--- src/rtl/gpio_irq_pkg.sv ---
package gpio_irq_pkg;

    localparam int DATA_W   = 32;
    localparam int ADDR_W   = 4;
    localparam int WORD_LSB = 2;

    typedef enum logic {
        BANK_PORT = 1'b0,
        BANK_INTC = 1'b1
    } bank_e;

    typedef logic [ADDR_W-WORD_LSB-1:0] word_t;

    // word index = byte offset / 4; software-visible layout
    localparam word_t PORT_DIR   = 2'd0;
    localparam word_t PORT_DATA  = 2'd1;
    localparam word_t PORT_POL   = 2'd2;
    localparam word_t PORT_STAT  = 2'd3;
    localparam word_t INTC_PEND  = 2'd0;
    localparam word_t INTC_MASK  = 2'd2;

    typedef struct packed {
        logic dir;
        logic dout;
        logic pol;
        logic stat;
        logic mask;
    } wr_sel_t;

    typedef enum logic [2:0] {
        SRC_ZERO,
        SRC_DIR,
        SRC_DATA,
        SRC_POL,
        SRC_STAT,
        SRC_PEND,
        SRC_MASK
    } rd_src_e;

    function automatic wr_sel_t decode_wr(input logic strobe, input bank_e bank,
                                          input word_t word);
        wr_sel_t s;
        s = '0;
        if (strobe) begin
            if (bank == BANK_PORT) begin
                s.dir  = (word == PORT_DIR);
                s.dout = (word == PORT_DATA);
                s.pol  = (word == PORT_POL);
                s.stat = (word == PORT_STAT);
            end else begin
                s.mask = (word == INTC_MASK);
            end
        end
        return s;
    endfunction

    function automatic rd_src_e decode_rd(input bank_e bank, input word_t word);
        rd_src_e r;
        r = SRC_ZERO;
        if (bank == BANK_PORT) begin
            case (word)
                PORT_DIR:  r = SRC_DIR;
                PORT_DATA: r = SRC_DATA;
                PORT_POL:  r = SRC_POL;
                default:   r = SRC_STAT;
            endcase
        end else begin
            if (word == INTC_PEND)      r = SRC_PEND;
            else if (word == INTC_MASK) r = SRC_MASK;
        end
        return r;
    endfunction

endpackage

--- src/rtl/gpio_sync2.sv ---
module gpio_sync2 #(
    parameter int W = 32
) (
    input  logic         clk,
    input  logic         rst,
    input  logic [W-1:0] async_in,
    output logic [W-1:0] sync_out
);
    logic [W-1:0] stage1_q;
    logic [W-1:0] stage2_q;

    always_ff @(posedge clk) begin
        if (rst) begin
            stage1_q <= '0;
            stage2_q <= '0;
        end else begin
            stage1_q <= async_in;
            stage2_q <= stage1_q;
        end
    end

    assign sync_out = stage2_q;
endmodule

--- src/rtl/gpio_cfg_regs.sv ---
module gpio_cfg_regs
    import gpio_irq_pkg::*;
#(
    parameter int NPINS = 32
) (
    input  logic             clk,
    input  logic             rst,
    input  wr_sel_t          wsel,
    input  logic [NPINS-1:0] wval,
    output logic [NPINS-1:0] dir_q,
    output logic [NPINS-1:0] dout_q,
    output logic [NPINS-1:0] pol_q,
    output logic [NPINS-1:0] mask_q
);
    always_ff @(posedge clk) begin
        if (rst) begin
            dir_q  <= '0;
            dout_q <= '0;
            pol_q  <= '1;
            mask_q <= '1;
        end else begin
            if (wsel.dir)  dir_q  <= wval;
            if (wsel.dout) dout_q <= wval;
            if (wsel.pol)  pol_q  <= wval;
            if (wsel.mask) mask_q <= wval;
        end
    end
endmodule

--- src/rtl/gpio_irq_status.sv ---
module gpio_irq_status #(
    parameter int NPINS = 32
) (
    input  logic             clk,
    input  logic             rst,
    input  logic [NPINS-1:0] pin_sync,
    input  logic [NPINS-1:0] pol,
    input  logic [NPINS-1:0] clr,
    output logic [NPINS-1:0] status_q
);
    logic [NPINS-1:0] hit;

    for (genvar i = 0; i < NPINS; i++) begin : g_bit
        // level match: high when polarity 1, low when polarity 0
        assign hit[i] = ~(pin_sync[i] ^ pol[i]);

        always_ff @(posedge clk) begin
            if (rst)
                status_q[i] <= 1'b0;
            else
                // acknowledge wins in its own cycle; a live level re-sets next cycle
                status_q[i] <= (status_q[i] | hit[i]) & ~clr[i];
        end
    end
endmodule

--- src/rtl/gpio_lvl_irq.sv ---
module gpio_lvl_irq
    import gpio_irq_pkg::*;
#(
    parameter int NPINS = 32
) (
    input  logic              clk,
    input  logic              rst,
    input  logic              bus_en,
    input  logic              bus_we,
    input  logic              bus_bank,
    input  logic [ADDR_W-1:0] bus_addr,
    input  logic [DATA_W-1:0] bus_wdata,
    output logic [DATA_W-1:0] bus_rdata,
    input  logic [NPINS-1:0]  pin_in,
    output logic [NPINS-1:0]  pin_out,
    output logic [NPINS-1:0]  pin_oe,
    output logic              irq_out
);
    bank_e            bank;
    word_t            word;
    logic             aligned;
    wr_sel_t          wsel;
    rd_src_e          rsrc;
    logic [NPINS-1:0] wval;
    logic [NPINS-1:0] sync_q;
    logic [NPINS-1:0] dir_q;
    logic [NPINS-1:0] dout_q;
    logic [NPINS-1:0] pol_q;
    logic [NPINS-1:0] mask_q;
    logic [NPINS-1:0] status_q;
    logic [NPINS-1:0] stat_clr;
    logic [NPINS-1:0] pin_view;
    logic [NPINS-1:0] pending;
    logic [NPINS-1:0] rd_sel;
    logic [DATA_W-1:0] rd_next;
    logic [DATA_W-1:0] rdata_q;

    assign bank    = bank_e'(bus_bank);
    assign word    = bus_addr[ADDR_W-1:WORD_LSB];
    assign aligned = (bus_addr[WORD_LSB-1:0] == '0);
    assign wsel    = decode_wr(bus_en && bus_we && aligned, bank, word);
    assign rsrc    = aligned ? decode_rd(bank, word) : SRC_ZERO;
    assign wval    = bus_wdata[NPINS-1:0];

    gpio_sync2 #(.W(NPINS)) u_sync (
        .clk      (clk),
        .rst      (rst),
        .async_in (pin_in),
        .sync_out (sync_q)
    );

    gpio_cfg_regs #(.NPINS(NPINS)) u_cfg (
        .clk    (clk),
        .rst    (rst),
        .wsel   (wsel),
        .wval   (wval),
        .dir_q  (dir_q),
        .dout_q (dout_q),
        .pol_q  (pol_q),
        .mask_q (mask_q)
    );

    assign stat_clr = wsel.stat ? ~wval : '0;

    gpio_irq_status #(.NPINS(NPINS)) u_stat (
        .clk      (clk),
        .rst      (rst),
        .pin_sync (sync_q),
        .pol      (pol_q),
        .clr      (stat_clr),
        .status_q (status_q)
    );

    assign pin_view = (dir_q & dout_q) | (~dir_q & sync_q);
    assign pending  = status_q & ~mask_q;
    assign irq_out  = |pending;
    assign pin_out  = dout_q;
    assign pin_oe   = dir_q;

    always_comb begin
        case (rsrc)
            SRC_DIR:  rd_sel = dir_q;
            SRC_DATA: rd_sel = pin_view;
            SRC_POL:  rd_sel = pol_q;
            SRC_STAT: rd_sel = status_q;
            SRC_PEND: rd_sel = pending;
            SRC_MASK: rd_sel = mask_q;
            default:  rd_sel = '0;
        endcase
        rd_next = '0;
        rd_next[NPINS-1:0] = rd_sel;
    end

    always_ff @(posedge clk) begin
        if (rst)
            rdata_q <= '0;
        else if (bus_en && !bus_we)
            rdata_q <= rd_next;
    end

    assign bus_rdata = rdata_q;
endmodule


--- config.mk ---
export PLATFORM = sky130hd
export DESIGN_NAME = gpio_lvl_irq
export DESIGN_NICKNAME = d
export VERILOG_FILES = /design/src/rtl/gpio_irq_pkg.sv /design/src/rtl/gpio_sync2.sv /design/src/rtl/gpio_cfg_regs.sv /design/src/rtl/gpio_irq_status.sv /design/src/rtl/gpio_lvl_irq.sv
export SDC_FILE = /design/constraint.sdc
export NUM_CORES = 1
export LEC_CHECK = 0
export BUFFER_PORTS_ARGS = -buffer_cell sky130_fd_sc_hd__buf_2
export CORE_UTILIZATION = 60
export DETAILED_ROUTE_END_ITERATION = 10
export PLACE_DENSITY = 0.83
export SLEW_MARGIN = 0
export SYNTH_ARGS = -nofsm -noshare
export SYNTH_HDL_FRONTEND = slang
export SYNTH_SLANG_ARGS = --single-unit
--- constraint.sdc ---
create_clock -name clk -period 4.66 [get_ports clk]
set_input_delay 0.466 -clock clk [delete_from_list [all_inputs] [get_ports clk]]
set_output_delay 0.466 -clock clk [all_outputs]
set_load 0.02 [all_outputs]
==> results by group, run 1 <==
Status
  – Outcome: completed

STA
  – Final Cycle Share: 59.2%
  – WHS: 0.140 ns
  – Fin Clk Skew: 0.00542 ns
  – Fmax: 362 MHz
  – Setup TNS: 0 ns
  – Worst slew pin tran: 1.07 ns
  – RSZ-0062 raised after global routing: false
  – Fin. Hold Viols: 0
  – Post-route setup slack: 1.90 ns
  – Count of final setup violators: 0
  – Min cycle time layout: 2.76 ns
  – Slew HR: 29.0%
  – Max Slew Vio Count: 0

Placement
  – Port bufs: 169
  – Cell Area, Placed: 0.0122 mm^2
  – Post-detail-place hpwl: 20,700 um
  – Final RePlAce weighted congestion: 0.884
  – Pre-CTS setup slack: 1.40 ns

Pwr
  – Seq pwr share: 48.7%
  – Net switching fraction of the power: 24.0%
  – Cell Pwr Density: 362 mW/mm^2
  – Logic pwr share: 7.9%
  – Static Leak: 4.98 nW
  – Sw power: 1.13 mW
  – Max IR drop VDD: 0.285 mV
  – Clock group share of total power: 43.4%
  – Internal power: 3.59 mW

Cells and area
  – Area of the multi-input gates: 0.00562 mm^2
  – Net count, final: 1,478
  – Layout cells sized above 1: 19.8%
  – Area delta synth->final: 15.4%
  – Register area: 0.00512 mm^2
  – Final instance area: 0.0130 mm^2
  – Filler Cells Inserted: 1,366

Clock network
  – # hold bufs at CTS: 0
  – Resized cells post-CTS: 0
  – Clock H-tree levels: 1
  – Num CTS Buffers: 26
  – Clk slew on worst S/H paths: 0.06 ns
  – Root buffer cell: clkbuf_16
  – Clock Path Buffers: 3
  – CTS tree: done
  – Clock Latency Late Sink: 0.53 ns
  – CTS sink count: 256
  – Total setup buffers inserted after CTS: 0

Setup path
  – Worst Path Arrival: 3.21 ns
  – Most numerous cell on the critical path: nor3_4
  – CP Class: primary input to register
  – CP Capture Type: register
  – Worst path cell trace: buf_2, or2_0, nor3_4, nor3_4, buf_4, a22oi_1, a211oi_2
  – Critical Path Source Type: primary input
  – R2R Path Start: u_stat.status_q[6]
  – Critical path's largest stage delay: 0.75 ns
  – Worst EP required: 5.11 ns
  – Maximum fanout along the worst path: 18
  – Crit-path slowest cell: or2_0
  – CP Launch Point: bus_addr[1]

Logic synthesis
  – Net Count, Synth: 1,364
  – Cells after synthesis: 1,286
  – Number of synthesized register bits: 256
  – Asr flop ratio synth: 0%
  – Primary FF master, synth: dfxtp_1
  – Synth Area per Inst: 8.79 um^2
  – Sequential-to-total area share from yosys stat: 45.3%
  – Netlist cell types: 48
  – Post-synth EDFFs: 0
  – Mapped Area: 0.0113 mm^2
  – YS warnings: 0

Routing
  – Initial DRC Count: 979
  – WL/cell: 19.8 um
  – DRT Pass-1 Iters: 5
  – Vias per cell: 6.21
  – DR vias: 10,300
  – Post-route DRC: 0
  – Final wirelength: 32,700 um
  – Routed Antenna Nets: 0

Floorplan
  – Initial Utilization: 62.1%
  – IO Count: 170
  – Chip height: 139 um
  – CORE AREA: 0.0182 mm^2
  – Chip width: 139 um
  – DIE AREA: 0.0194 mm^2
  – Site row count: 49

Min path
  – Critical hold path startpoint: pin_in[31]
  – Hold Path Class: primary input to register

GRT
  – Largest net degree at the start of global routing: 124
  – Vias in the first global route: 9,700
  – GRT overflow: 0
  – First-pass GRT wire length: 51,700 um
  – Initial antenna violation count: 3
  – GRT Total Usage: 33.4%

Run
  – MaxCap Viol Count: 0
power groups by stage:
stage / Clock, mW / Sequential (mW) / Combinational [mW]
CTS: 2.06 / 2.30 / 0.371
detailed placement: 0 / 2.34 / 0.370
floorplan: 0 / 2.35 / 0.227
finish: 2.05 / 2.30 / 0.375
global placement: 0 / 2.34 / 0.361
global route: 2.15 / 2.30 / 0.401
layout by cell type, fill, tap and decap left out, drive strengths merged, types with 2 or more instances in the layout:
| master | count |
|---|---|
| ha | 5 |
| xnor2 | 26 |
| nor2b | 115 |
| a21oi | 68 |
| o31ai | 2 |
| and3 | 4 |
| nand3 | 30 |
| or3 | 2 |
| a32o | 31 |
| nor2 | 101 |
| and2 | 4 |
| xor2 | 6 |
| nand2 | 205 |
| nor4 | 9 |
| mux2 | 9 |
| nand4 | 34 |
| a22oi | 29 |
| a311oi | 2 |
| a211oi | 36 |
| clkbuf | 41 |
| clkinv | 5 |
| o2111a | 29 |
| a211o | 32 |
| mux2i | 22 |
| nand2b | 10 |
| nor3 | 35 |
| nand3b | 32 |
| dfxtp | 256 |
| inv | 41 |
| buf | 186 |
| diode | 3 |
| or2 | 2 |
| or4 | 2 |
worst max-delay path: cells and delay by family:
family	cells	cell delay [ns]
AOI/OAI and AO/OA	2	0.41
buffers and inverters	2	0.49
and+or+nand+nor	3	1.80
cell usage after synthesis, types with 3 or more instances:
cell type / instances / area [um^2]
nand4_1: 34 / 213
a21oi_1: 68 / 340
o2111a_1: 29 / 327
nand2b_1: 10 / 62.6
a211oi_2: 30 / 375
and3_1: 4 / 25.0
a211oi_1: 6 / 45.0
nor3_1: 31 / 155
buf_6: 7 / 78.8
clkbuf_1: 68 / 255
nor4_1: 8 / 50.1
nor2b_1: 115 / 719
a22oi_1: 29 / 218
nand2_1: 205 / 769
nand3b_1: 32 / 240
mux2i_1: 22 / 220
a32o_1: 31 / 310
and2_0: 3 / 18.8
mux2_2: 9 / 101
a211o_1: 32 / 280
nand3_1: 29 / 145
dfxtp_1: 256 / 5120
nor2_1: 101 / 379
xor2_1: 6 / 52.6
buf_1: 3 / 11.3
xnor2_1: 26 / 228
inv_1: 41 / 154
nor3_2: 4 / 40.0
buf_2: 20 / 100
ha_1: 5 / 62.6
cell type report:
| type | instances | area share [%] |
|---|---|---|
| timing repair buffer | 186 | 7.70 |
| inverter | 41 | 1.18 |
| clock buffer | 41 | 6.27 |
| antenna | 3 | 0.0575 |
| sequential | 256 | 39.3 |
| tap | 229 | 2.20 |
| multi-input combinational | 889 | 43.1 |
| clock inverter | 6 | 0.249 |
path summary, 6_finish.rpt:
kind / cells past startpoint / endpoint / slack, ns
max reg2reg: 4 / bus_rdata[6] / 3.23
min: 2 / u_sync.stage1_q[31] / 0.14
max: 7 / bus_rdata[8] / 1.90
min reg2reg: 1 / u_sync.sync_out[26] / 0.43
through the flow:
step / power [mW] / util (%) / std cells
floorplan: 2.58 / - / 1286
global placement: 2.70 / 66.9 / 1601
detailed placement: 2.71 / 66.9 / 1601
CTS: 4.72 / 71.6 / 1648
global route: 4.85 / 71.6 / 1650
finish: 4.72 / 71.7 / 1651
layer usage:
layer  share of wire (%)  vias to the layer above  GRT usage [%]
met2                  47                      563           54.7
met4                 3.7                        0           13.9
li1                    -                     4702              -
met3                  10                       98           5.33
met5                   0                        -              0
met1                  40                     4897           43.8
state kept, by name, indices dropped and copies added, names as in the netlist:
name,flops
u_cfg.pol_q,32
u_cfg.dout_q,32
u_cfg.dir_q,32
u_sync.stage1_q,32
u_sync.sync_out,32
bus_rdata,32
u_stat.status_q,32
u_cfg.mask_q,32
cells by family after synthesis:
family                   after synthesis  synth area share, %
multiplexers                          31                 2.84
adder cells (fa/ha/maj)                5                0.553
AO/OA/AOI/OAI                        233                 17.6
flip-flops                           256                 45.3
AND/OR/NAND/NOR                      588                 25.8
buffers and inverters                141                 5.41
XOR/XNOR                              32                 2.48
No activity file was read; power rests on OpenSTA's default activity.
==> inputs of run 2 (changes only) <==
--- a/config.mk
+++ b/config.mk
@@ -6,9 +6,9 @@
 export NUM_CORES = 1
 export LEC_CHECK = 0
 export BUFFER_PORTS_ARGS = -buffer_cell sky130_fd_sc_hd__buf_2
-export CORE_UTILIZATION = 60
+export CORE_UTILIZATION = 57
 export DETAILED_ROUTE_END_ITERATION = 10
-export PLACE_DENSITY = 0.83
+export PLACE_DENSITY = 0.8
 export SLEW_MARGIN = 0
 export SYNTH_ARGS = -nofsm -noshare
 export SYNTH_HDL_FRONTEND = slang
==> constraint.sdc (replaced) <==
create_clock -name clk -period 2.9 [get_ports clk]
set_input_delay 0.29 -clock clk [delete_from_list [all_inputs] [get_ports clk]]
set_output_delay 0.29 -clock clk [all_outputs]
set_load 0.02 [all_outputs]
==> results by group, run 2 (synthesis results as in run 1) <==
STA
  – Fin Clk Skew: 0.00765 ns (was 0.00542 ns)
  – Post-route setup slack: 0.512 ns (was 1.90 ns)
  – Fmax: 419 MHz
  – Min cycle time layout: 2.39 ns
  – RSZ-0062 raised after global routing: false (unchanged)
  – Max Slew Vio Count: 0 (unchanged)
  – Count of final setup violators: 0 (unchanged)
  – Final Cycle Share: 82.4%
  – Setup TNS: 0 ns (unchanged)
  – Slew HR: 43.9% (was 29.0%)
  – Fin. Hold Viols: 0 (unchanged)
  – Worst slew pin tran: 0.842 ns (was 1.07 ns)

Placement
  – Pre-CTS setup slack: 0.380 ns (was 1.40 ns)
  – Port bufs: 169 (unchanged)
  – Final RePlAce weighted congestion: 0.931 (was 0.884)
  – Post-detail-place hpwl: 22,200 um (was 20,700 um)

GRT
  – GRT overflow: 0 (unchanged)
  – Initial antenna violation count: 2 (was 3)
  – Largest net degree at the start of global routing: 120 (was 124)
  – First-pass GRT wire length: 52,500 um (was 51,700 um)
  – Met2 Resource Use GR: 53.6% (was 54.7%)
  – Met1 Use GR: 43.3% (was 43.8%)
  – Vias in the first global route: 9,957 (was 9,700)
  – Most used routing layer: met2 (unchanged)
  – GRT Total Usage: 32.8% (was 33.4%)
  – Met3 usage: 4.69% (was 5.33%)

Routing
  – WL/cell: 19.1 um (was 19.8 um)
  – DRT Pass-1 Iters: 5 (unchanged)
  – Initial DRC Count: 897 (was 979)
  – DR vias: 10,400 (was 10,300)
  – Routed Antenna Nets: 0 (unchanged)
  – Final wirelength: 33,300 um (was 32,700 um)
  – Post-route DRC: 0 (unchanged)
  – Vias per cell: 5.94 (was 6.21)

Clock network
  – Total setup buffers inserted after CTS: 0 (unchanged)
  – Clock Latency Late Sink: 0.53 ns (about the same)
  – Resized cells post-CTS: 0 (unchanged)
  – Root buffer cell: clkbuf_16 (unchanged)
  – CTS tree: done (unchanged)
  – Clock Path Buffers: 3 (unchanged)
  – CTS sink count: 256 (unchanged)
  – Clk slew on worst S/H paths: 0.06 ns (about the same)
  – Clock H-tree levels: 1 (unchanged)
  – # hold bufs at CTS: 31 (was 0)
  – Num CTS Buffers: 26 (unchanged)

Floorplan
  – Site row count: 51 (was 49)
  – CORE AREA: 0.0195 mm^2 (was 0.0182 mm^2)
  – Chip width: 143 um (was 139 um)
  – Initial Utilization: 58.1% (was 62.1%)
  – Chip height: 143 um (was 139 um)
  – DIE AREA: 0.0204 mm^2 (was 0.0194 mm^2)
  – IO Count: 170 (unchanged)

Status
  – Outcome: completed (unchanged)

Setup path
  – CP Class: register to output pin (was primary input to register)
  – Maximum fanout along the worst path: 3 (was 18)
  – Worst EP required: 2.61 ns (was 5.11 ns)
  – Critical path's largest stage delay: 0.51 ns (was 0.75 ns)
  – Crit-path slowest cell: or4_1 (was or2_0)
  – CP Capture Type: output pin (was register)
  – WP buf/inv: 1 (was 2)
  – Critical Path Source Type: register (was primary input)
  – Top delay family on crit path: simple AND/OR/NAND/NOR gates (unchanged)
  – Worst path cell trace: nor2b_1, or4_1, nor2_1, nand4_1, buf_2 (was buf_2, or2_0, nor3_4, nor3_4, buf_4, a22oi_1, a211oi_2)
  – Worst Path Arrival: 2.10 ns (was 3.21 ns)

Cells and area
  – Layout cells sized above 1: 20.8% (was 19.8%)
  – Net count, final: 1,539 (was 1,478)
  – Most frequent cells in the layout: dfxtp_1 (256), nand2_1 (205), buf_2 (168), nor2b_1 (114), nor2_1 (101) (was dfxtp_1 (256), nand2_1 (203), buf_2 (168), nor2b_1 (114), nor2_1 (101))
  – Most common cell after layout, fill and taps aside: dfxtp_1 (unchanged)
  – Filler Cells Inserted: 1,533 (was 1,366)
  – Area delta synth->final: 20.8% (was 15.4%)

Pwr
  – Internal power: 5.86 mW (was 3.59 mW)
  – Clock group share of total power: 43.3% (was 43.4%)
  – Final total power: 7.68 mW (was 4.72 mW)
  – Sw power: 1.82 mW (was 1.13 mW)
  – Cell Pwr Density: 563 mW/mm^2 (was 362 mW/mm^2)
  – Seq pwr share: 48.1% (was 48.7%)
  – Logic pwr share: 8.6% (was 7.9%)
  – Net switching fraction of the power: 23.7% (was 24.0%)
  – Static Leak: 5.27 nW (was 4.98 nW)
  – Max IR drop VDD: 0.462 mV (was 0.285 mV)

Run
  – MaxCap Viol Count: 0 (unchanged)

Min path
  – Hold Path Class: primary input to register (unchanged)
## run 2: cell count changes in the layout (fill, tap and decap cells not counted), sizes merged
| cell | previous run | this run |
|---|---|---|
| bufinv | 0 | 1 |
| diode | 3 | 1 |
| dlygate4sd3 | 0 | 31 |
| buf | 186 | 216 |
| clkinv | 5 | 6 |
| clkinvlp | 1 | 0 |
## run 2: worst paths after layout
| check | slack (ns) | depth (start not counted) | start | end |
|---|---|---|---|---|
| max | 0.51 | 5 | u_stat.status_q[7] | irq_out |
| min | 0.03 | 2 | bus_wdata[19] | u_cfg.mask_q[19] |
| max reg2reg | 1.51 | 4 | u_stat.status_q[8] | bus_rdata[8] |
| min reg2reg | 0.43 | 1 | u_sync.stage1_q[12] | u_sync.sync_out[12] |
## run 2: power by group through the flow
stage,logic (mW),registers [mW],clock network (mW)
global route,0.710,3.70,3.52
floorplan,0.365,3.78,0
finish,0.660,3.69,3.33
CTS,0.651,3.69,3.36
global placement,0.605,3.76,0
detailed placement,0.617,3.77,0
## run 2: layer usage
metal / vias up / wire (um)
li1: 4821 / -
met1: 4913 / 13600
met2: 548 / 15500
met3: 96 / 3000
met4: 2 / 1260
met5: - / 13
## run 2: stage by stage
step	cell area, um^2	cells	utilization, %	hold WS [ns]
after floorplan	11300	1286	-	0.408
after global placement	12500	1667	64.2	0.416
after detailed placement	12500	1667	64.2	0.422
after CTS	13700	1746	70.2	0.0132
after global routing	13700	1747	70.2	0.0312
final	13700	1747	70.2	0.0332
## run 2: cell type report
class	instances	area, um^2	share of cell area [%]
multi-input combinational	889	5620	41.2
sequential	256	5120	37.5
timing repair buffer	247	1570	11.5
clock buffer	41	798	5.84
tap	265	332	2.43
inverter	41	154	1.13
clock inverter	7	60.1	0.440
antenna	1	2.50	0.0183
